## src/rtl/hp_pkg.sv

```systemverilog
package hp_pkg;

    typedef enum logic [1:0] {
        SEL_CTRL = 2'b00,
        SEL_ADDR = 2'b01,
        SEL_DINC = 2'b10,
        SEL_DFIX = 2'b11
    } hp_sel_e;

    typedef enum logic [1:0] {
        FS_IDLE = 2'b00,
        FS_WAIT = 2'b01,
        FS_HAVE = 2'b10
    } hp_fetch_e;

    localparam int REG_W      = 32;
    localparam int HALF_W     = REG_W / 2;
    localparam int CTRL_FLAG  = 0;
    localparam int CTRL_WIDTH = 1;

    typedef struct packed {
        logic [REG_W-1:0] addr;
        logic [REG_W-1:0] data;
        logic             flag;
        hp_fetch_e        fst;
    } hp_core_s;

    typedef struct packed {
        logic w32;
        logic on;
    } hp_strap_s;

    // Combine a host write into a register value according to bus width and half.
    function automatic logic [REG_W-1:0] hp_merge(input logic [REG_W-1:0] old_v,
                                                   input logic [REG_W-1:0] wd,
                                                   input logic             w32,
                                                   input logic             hi);
        logic [REG_W-1:0] res;
        if (w32) begin
            res = wd;
        end else if (hi) begin
            res = {wd[HALF_W-1:0], old_v[HALF_W-1:0]};
        end else begin
            res = {old_v[REG_W-1:HALF_W], wd[HALF_W-1:0]};
        end
        return res;
    endfunction

endpackage

```

## src/rtl/hp_strap.sv

```systemverilog
module hp_strap
    import hp_pkg::*;
(
    input  logic clk,
    input  logic rst_n,
    input  logic cfg_w32,
    input  logic en_a,
    input  logic en_b,
    output logic w32,
    output logic port_on
);

    hp_strap_s s_d, s_q;

    always_comb begin
        s_d = s_q;
        if (!rst_n) begin
            s_d.w32 = cfg_w32;
            s_d.on  = ~en_a & ~en_b;
        end
    end

    always_ff @(posedge clk) begin
        s_q <= s_d;
    end

    assign w32     = s_q.w32;
    assign port_on = s_q.on;

endmodule

```

## src/rtl/hp_ram.sv

```systemverilog
module hp_ram #(
    parameter int AW = 4,
    parameter int DW = 32
) (
    input  logic          clk,
    input  logic          en,
    input  logic          we,
    input  logic [AW-1:0] addr,
    input  logic [DW-1:0] wdata,
    output logic [DW-1:0] rdata
);

    localparam int DEPTH = 1 << AW;

    logic [DW-1:0] mem_q [DEPTH];
    logic [DW-1:0] rdata_q;

    always_ff @(posedge clk) begin
        if (en) begin
            if (we) begin
                mem_q[addr] <= wdata;
            end else begin
                rdata_q <= mem_q[addr];
            end
        end
    end

    assign rdata = rdata_q;

endmodule

```

## src/rtl/hp_core.sv

```systemverilog
module hp_core
    import hp_pkg::*;
#(
    parameter int AW = 4
) (
    input  logic             clk,
    input  logic             rst_n,
    input  logic             w32,
    input  logic             port_on,
    input  logic             hcs,
    input  logic [1:0]       hsel,
    input  logic             hrw,
    input  logic             hhalf,
    input  logic [REG_W-1:0] hdin,
    input  logic             local_irq,
    output logic [REG_W-1:0] hdout,
    output logic             hrdy,
    output logic             hint,
    output logic             ram_en,
    output logic             ram_we,
    output logic [AW-1:0]    ram_addr,
    output logic [REG_W-1:0] ram_wdata,
    input  logic [REG_W-1:0] ram_rdata
);

    hp_core_s         r_d, r_q;
    hp_sel_e          sel;
    logic             first_half;
    logic             last_half;
    logic             need_fetch;
    logic             rdy_c;
    logic             acc;
    logic [REG_W-1:0] ctrl_v;
    logic [REG_W-1:0] rd_v;
    logic [REG_W-1:0] merged;

    always_comb begin
        sel        = hp_sel_e'(hsel);
        first_half = w32 | ~hhalf;
        last_half  = w32 | hhalf;
        need_fetch = hcs & hrw & hsel[1] & first_half;

        unique case (r_q.fst)
            FS_IDLE: rdy_c = ~need_fetch;
            FS_HAVE: rdy_c = 1'b1;
            default: rdy_c = 1'b0;
        endcase
        hrdy = port_on & rdy_c;
        acc  = hcs & hrdy;

        merged = hp_merge((sel == SEL_ADDR) ? r_q.addr : r_q.data, hdin, w32, hhalf);

        r_d       = r_q;
        ram_en    = 1'b0;
        ram_we    = 1'b0;
        ram_addr  = r_q.addr[AW-1:0];
        ram_wdata = merged;

        // Fetch sequencing for data reads
        unique case (r_q.fst)
            FS_IDLE: begin
                if (port_on && need_fetch) begin
                    ram_en    = 1'b1;
                    r_d.fst   = FS_WAIT;
                end
            end
            FS_WAIT: begin
                r_d.data = ram_rdata;
                r_d.fst  = FS_HAVE;
            end
            FS_HAVE: begin
                if (!hcs || acc) begin
                    r_d.fst = FS_IDLE;
                end
            end
            default: r_d.fst = FS_IDLE;
        endcase

        // Completed host cycles
        if (acc) begin
            if (!hrw) begin
                unique case (sel)
                    SEL_CTRL: begin
                        if (first_half && hdin[CTRL_FLAG]) begin
                            r_d.flag = 1'b0;
                        end
                    end
                    SEL_ADDR: r_d.addr = merged;
                    default: begin
                        r_d.data = merged;
                        if (last_half) begin
                            ram_en = 1'b1;
                            ram_we = 1'b1;
                            if (sel == SEL_DINC) begin
                                r_d.addr = r_q.addr + 1'b1;
                            end
                        end
                    end
                endcase
            end else if (sel == SEL_DINC && last_half) begin
                r_d.addr = r_q.addr + 1'b1;
            end
        end

        // Local set has priority over a host clear
        if (port_on && local_irq) begin
            r_d.flag = 1'b1;
        end

        // Read data path
        ctrl_v             = '0;
        ctrl_v[CTRL_FLAG]  = r_q.flag;
        ctrl_v[CTRL_WIDTH] = w32;
        unique case (sel)
            SEL_CTRL: rd_v = ctrl_v;
            SEL_ADDR: rd_v = r_q.addr;
            default:  rd_v = r_q.data;
        endcase
        if (!port_on) begin
            hdout = '0;
        end else if (w32) begin
            hdout = rd_v;
        end else begin
            hdout = {{HALF_W{1'b0}}, hhalf ? rd_v[REG_W-1:HALF_W] : rd_v[HALF_W-1:0]};
        end

        hint = r_q.flag;
    end

    always_ff @(posedge clk) begin
        if (!rst_n) begin
            r_q <= '0;
        end else begin
            r_q <= r_d;
        end
    end

endmodule

```

## src/rtl/hostport_slave.sv

```systemverilog
module hostport_slave
    import hp_pkg::*;
#(
    parameter int AW = 4
) (
    input  logic        clk,
    input  logic        rst_n,
    input  logic        cfg_w32,
    input  logic        en_a,
    input  logic        en_b,
    input  logic        hcs,
    input  logic [1:0]  hsel,
    input  logic        hrw,
    input  logic        hhalf,
    input  logic [31:0] hdin,
    output logic [31:0] hdout,
    output logic        hrdy,
    output logic        hint,
    input  logic        local_irq
);

    logic             w32;
    logic             port_on;
    logic             ram_en;
    logic             ram_we;
    logic [AW-1:0]    ram_addr;
    logic [REG_W-1:0] ram_wdata;
    logic [REG_W-1:0] ram_rdata;

    hp_strap u_strap (
        .clk     (clk),
        .rst_n   (rst_n),
        .cfg_w32 (cfg_w32),
        .en_a    (en_a),
        .en_b    (en_b),
        .w32     (w32),
        .port_on (port_on)
    );

    hp_core #(.AW(AW)) u_core (
        .clk       (clk),
        .rst_n     (rst_n),
        .w32       (w32),
        .port_on   (port_on),
        .hcs       (hcs),
        .hsel      (hsel),
        .hrw       (hrw),
        .hhalf     (hhalf),
        .hdin      (hdin),
        .local_irq (local_irq),
        .hdout     (hdout),
        .hrdy      (hrdy),
        .hint      (hint),
        .ram_en    (ram_en),
        .ram_we    (ram_we),
        .ram_addr  (ram_addr),
        .ram_wdata (ram_wdata),
        .ram_rdata (ram_rdata)
    );

    hp_ram #(.AW(AW), .DW(REG_W)) u_ram (
        .clk   (clk),
        .en    (ram_en),
        .we    (ram_we),
        .addr  (ram_addr),
        .wdata (ram_wdata),
        .rdata (ram_rdata)
    );

endmodule

```

## config.mk

```make
export PLATFORM = sky130hd
export DESIGN_NAME = hostport_slave
export DESIGN_NICKNAME = d
export VERILOG_FILES = /design/src/rtl/hp_pkg.sv /design/src/rtl/hp_strap.sv /design/src/rtl/hp_ram.sv /design/src/rtl/hp_core.sv /design/src/rtl/hostport_slave.sv
export SDC_FILE = /design/constraint.sdc
export NUM_CORES = 1
export LEC_CHECK = 0
export ABC_AREA = 1
export ABC_CLOCK_PERIOD_IN_PS = 5000
export BUFFER_PORTS_ARGS = -buffer_cell sky130_fd_sc_hd__buf_2
export CORE_ASPECT_RATIO = 1.1
export CORE_MARGIN = 2
export CORE_UTILIZATION = 60
export DETAILED_ROUTE_END_ITERATION = 6
export PLACE_DENSITY = 0.77
export SYNTH_ARGS = -nofsm -noshare
export SYNTH_HDL_FRONTEND = slang
export SYNTH_SLANG_ARGS = --single-unit
```

## constraint.sdc

```tcl
create_clock -name clk -period 5 [get_ports clk]
set_input_delay 1 -clock clk [delete_from_list [all_inputs] [get_ports clk]]
set_output_delay 1 -clock clk [all_outputs]
set_load 0.03 [all_outputs]
```

**Word-level counts from Yosys, hierarchy flattened**

Memory sizes are Yosys's and may differ from the RTL's. A register that Yosys moved wholly into a read port is not among the register bits.
Cells that the tools add are included.

- Bits in registers: 69
- Memory bits (writable): 512
- Input port bits: 43
- Word-level logic and storage cells: 84
- Memories kept: 1

- Add/subtract/negate cells: 1
- Equality and inequality tests: 9
- Muxes and demuxes: 36
- Bitwise operators: 13
- Reductions and logical operators: 18

Memories:

| name | depth | width | read ports | clocked after Yosys merged registers in | wr ports | line | text |
|---|---|---|---|---|---|---|---|
| u_ram.mem_q | 16 | 32 | 1 | 1 | 1 | hp_ram.sv:15 | `logic [DW-1:0] mem_q [DEPTH];` |

Operators by type and width:

| kind | count |
|---|---|
| $mux W32 | 11 |
| $pmux W32 S2 | 2 |
| $mux W33 | 2 |
| $add A32 B1 Y32 const B | 1 |
| $mux W1 | 16 |
| $mux W16 | 1 |
| $ne A2 B1 Y1 const B | 4 |
| $and A1 B1 Y1 | 6 |
| $pmux W2 S3 | 1 |
| $reduce_bool A2 Y1 | 3 |
| $reduce_bool A3 Y1 | 2 |
| $not A1 Y1 | 5 |
| $reduce_and A5 Y1 | 1 |
| $eq A2 B1 Y1 const B | 2 |
| $eq A2 B2 Y1 const B | 2 |
| $logic_and A1 B1 Y1 | 4 |
| $logic_not A2 Y1 | 2 |
| $mux W2 | 2 |
| $reduce_and A2 Y1 | 2 |
| $reduce_and A4 Y1 | 1 |
| $ne A2 B2 Y1 const B | 1 |
| $or A1 B1 Y1 | 2 |
| $pmux W1 S2 | 1 |
| $reduce_or A2 Y1 | 1 |
| 2 further kinds | 2 |

**Longest topological paths before layout**

- Word-level depth: 12
- Gate-level depth with buffers: 12

**Cells and area by module**

Synthesis repeated with hierarchy kept, for this count alone.

- Cell total of the unflattened synthesis: 3191
- Area total of the unflattened synthesis: 28384.7 um2

By module, submodules not included:

| module | times used | cells an instance | area each (um2) | sequential area each (um2) |
|---|---|---|---|---|
| hp_ram | 1 | 2117 | 22549.1 | 16335.7 |
| hp_core | 1 | 1070 | 5768.0 | 1341.3 |
| hp_strap | 1 | 4 | 67.6 | 60.1 |

**Worst setup path before layout**

No wires, ideal clock.

- Path kind: input port to flip-flop
- Start point: in hsel[1]
- End point: mem u_ram.mem_q[11][0] (enable)
- Arrival time: 3983 ps
- Path slack: 556 ps
- Cell stages on the path: 8
- Buffers on the path: 1
- Path through: nand2_1 -> inv_1 -> nand3_2 -> nand3_2 -> nor3_4 -> buf_6 -> nand2_4 -> nor3_1

- Cells in the longest elaborated chain, start to end: 11

Ends and longest elaborated chain:

| item | line | text |
|---|---|---|
| from (decl) | hostport_slave.sv:12 | `input logic [1:0] hsel,` |
| $and A1 B1 Y1 (2 in a row) | hp_core.sv:41 | `need_fetch = hcs & hrw & hsel[1] & first_half;` |
| $logic_and A1 B1 Y1 | hp_core.sv:62 | `if (port_on && need_fetch) begin` |
| $mux W1 | hp_core.sv:62 |  |
| $mux W1 | hp_core.sv:60 | `unique case (r_q.fst)` |
| $mux W1 | hp_core.sv:91 | `if (last_half) begin` |
| $mux W1 | hp_core.sv:82 | `unique case (sel)` |
| $mux W1 | hp_core.sv:81 | `if (!hrw) begin` |
| $mux W1 | hp_core.sv:80 | `if (acc) begin` |
| $mux W1 * | hp_ram.sv:19 | `if (en) begin` |
| $mux W1 (not written as such) * | hp_ram.sv:21 | `mem_q[addr] <= wdata;` |
| to (decl) | hp_ram.sv:15 |  |

Every way passes the cells marked *; elsewhere a longest branch is shown, timed or not.

**Worst setup path in the final report**

- Start point: reg u_strap.s_q, in the netlist u_strap.w32
- End point: out hdout[8]

- Cells in the longest elaborated chain, start to end: 2

Ends and longest elaborated chain:

| item | line | text |
|---|---|---|
| from (decl) | hp_strap.sv:13 | `hp_strap_s s_d, s_q;` |
| from (signal assigned) | hp_strap.sv:24 | `s_q <= s_d;` |
| $mux W32 | hp_core.sv:121 | `end else if (w32) begin` |
| $mux W32 | hp_core.sv:119 | `if (!port_on) begin` |
| to (decl) | hostport_slave.sv:16 | `output logic [31:0] hdout,` |

Every way passes these cells.

==> impl_metrics.ini <==
[outcome]
outcome = finished clean

[floorplanning]
die_y_um = 224.0
initial_core_util = 0.6075
rows = 80
die_area_um2 = 45680
core-area_um2 = 43440
die_w_um = 204.0
pin_count = 77

[finish]
final_cells = 3146
syn_to_final_growth_pct = 10.34
fin_nets = 2573
drive_above_1_share = 0.1030
final_area_um2 = 29120
num_antenna_cells = 0
final_util = 0.6702

[synth]
async_reset_ff_frac = 0
synth_fp_nets = 2542
synth_top_area_share = 0.6213
synth_largest_area_cell = edfxtp_1
synth_mux_area_frac = 0.007823
synth_xor_area_frac = 0.001659
synth_top_family_by_area = simple AND/OR/NAND/NOR gates
synth_fa_ha_area_frac = 0.001897
yosysWarnings = 0
netlist_area_um2 = 26390
ys_seq_elements = 613
syn_area_per_cell_um2 = 10.58
synth-main-ff-cell = edfxtp_1
synth_compound_area_frac = 0.1192
ys_seq_area_frac = 0.6721
synth_edf_count = 546
synth.area.top_cells = edfxtp_1, nand2_1, o21ai_0, nor2_1, dfxtp_1
synthCells = 2495
synth_cell_type_count = 46
yosys.area_share.simple = 0.1510

[routing]
wl_per_cell_um = 22.95
via_per_inst = 6.218
final_antenna_net_count = 0
firstDrtPassIters = 7
num_vias = 19560
drt-initial-drc-count = 2721
drc_errors = 0
totalWireLength_um = 72200

[pwr]
leakagePower_nw = 10.28
ir_drop_mv = 0.2988
powerDensity_nw_per_um2 = 368.5
report.power.total_mw = 10.73

[cts]
ctsHtreeMaxLevel = 2
cts_setup_buffers = 0
clockBufferDepth = 3
cts_buffers = 57
ctsResizeCount = 0
holdBufCountCts = 0
clkSinkCount = 613
clockRootBuffer = clkbuf_16
clock_latency_ps = 600
clk_pin_slew_ps = 60
tritoncts = done

[place]
placed_cell_area_um2 = 27290
gp_congestion = 0.9638
dpl.hpwl_um = 44060
dp.cells = 3041
portBuffers = 76

[timing]
worstMarginPinSlew_ps = 1206
setup_violations = 0
slew_headroom = 0.1953
fin_crit_sh = 0.8393
tns_ps = 0
max_freq_mhz = 238.3
grt_setup_unrepaired = false
fin_skew_ps = 14.85
post-route-min-period_ps = 4197
slew_viol_final = 0
finalHoldViolations = 0

[grt]
gr-total-overflow = 0
grt_max_degree = 171
grt_usage = 0.3155
grt_pass1_vias = 18490
grt_pass1_wl_um = 108800
antenna_found_initial = 1

[setup_path]
path_max_fanout = 41
required_ps = 4000
critical_path.max_stage_delay_ps = 860
endpoint_kind = output pin
crit_chain = clkinv_4 -> nand2_4 -> inv_1 -> a21oi_1 -> a221oi_1 -> buf_2
start_kind = flip-flop
cp_slowest_cell = inv_1
crit_arrival_ps = 3200
path_class = reg -> out

[job]
cap_violations = 0

[hold_path]
hold_class = reg -> reg
==> cell families (layout without fill, tap and decap cells) <==
family | count (synthesis) | after routing
xor gates and xnor gates | 5 | 5
DFF | 613 | 613
and+or+nand+nor | 995 | 995
buffers and inverters | 279 | 356
AOI/OAI and AO/OA | 581 | 581
muxes | 18 | 18
adders and majority gates | 4 | 4
==> area by class of cell <==
type	instances	area [um2]
inverter	129	495.5
tap	574	718.2
fill	3199	14330
timing repair buffer	122	763.2
multi-input combinational	1603	7574
clock inverter	28	299.0
sequential	613	17740
clock buffer	77	1523
==> path summary, 6_finish.rpt <==
check	startpoint	end	slack (ps)	depth (start not counted)
hold reg to reg	u_core.r_q[0]	u_core.r_q[0]	500	1
setup / recovery	u_strap.w32	hdout[8]	800	6
hold / removal	u_core.r_q[0]	u_core.r_q[0]	500	1
setup reg to reg	u_strap.w32	u_ram.mem_q[2][22]	1560	11
==> cells in the final DEF (no fill, tap or decap), types with 14 or more instances in the layout <==
cell and instances:
edfxtp_1 546, nand2_1 475, nor2_1 402, o21ai_0 340, o22ai_1 128, inv_1 119
buf_2 76, dfxtp_1 65, a21oi_1 60, clkbuf_16 58, buf_4 43, nand4_1 37
nand3_1 34, o21ai_1 29, nor2_4 19, clkbuf_1 19, mux2_2 16, clkinv_1 15
a221oi_1 14
==> where the power goes <==
part / internal [mW] / switching [mW] / leakage, nW
logic: 0.177 / 0.557 / 3.91
clock network: 2.44 / 1.83 / 0.880
registers: 5.67 / 0.0496 / 5.48
==> registers in the layout (all words and copies together) (netlist names) <==
register         cells
u_strap.port_on      1
u_core.ram_addr      4
u_strap.w32          1
u_core.r_q          62
u_ram.rdata         32
u_ram.mem_q        512
u_core.hint          1
==> stage by stage <==
step | hold slack (ps) | setup WS (ps)
floorplan | 444.0 | 556.4
global placement | 484.6 | 1210
detailed placement | 488.4 | 1193
CTS | 496.9 | 827.4
global route | 527.5 | 634.2
finish | 500.8 | 803.3
==> metal layers <==
layer  GRT usage  share of wire  vias up
met5           0              0        -
met4      0.1141          0.031        0
met3     0.05033           0.11      166
met2      0.4969           0.47     1292
met1      0.4495           0.39     9298
li1            -              -     8807
==> synthesized netlist by cell type (all sizes together), types with 3 or more instances <==
cell    count
inv       127
o21ai     370
a221oi     14
a21oi      60
nand2     484
dfxtp      67
or2         3
clkbuf     95
nor2      426
o22ai     128
xnor2       3
nand3      36
ha          4
edfxtp    546
nand4      37
nor3        6
buf        55
mux2       18
==> worst max-delay path: cells and delay by family (launching register included) <==
kind                   cells  cell delay [ps]
and+or+nand+nor            1               50
AOI/OAI and AO/OA          2              500
buffers and inverters      3             1300
DFF                        1              730
(Power assumes the default switching activity.)
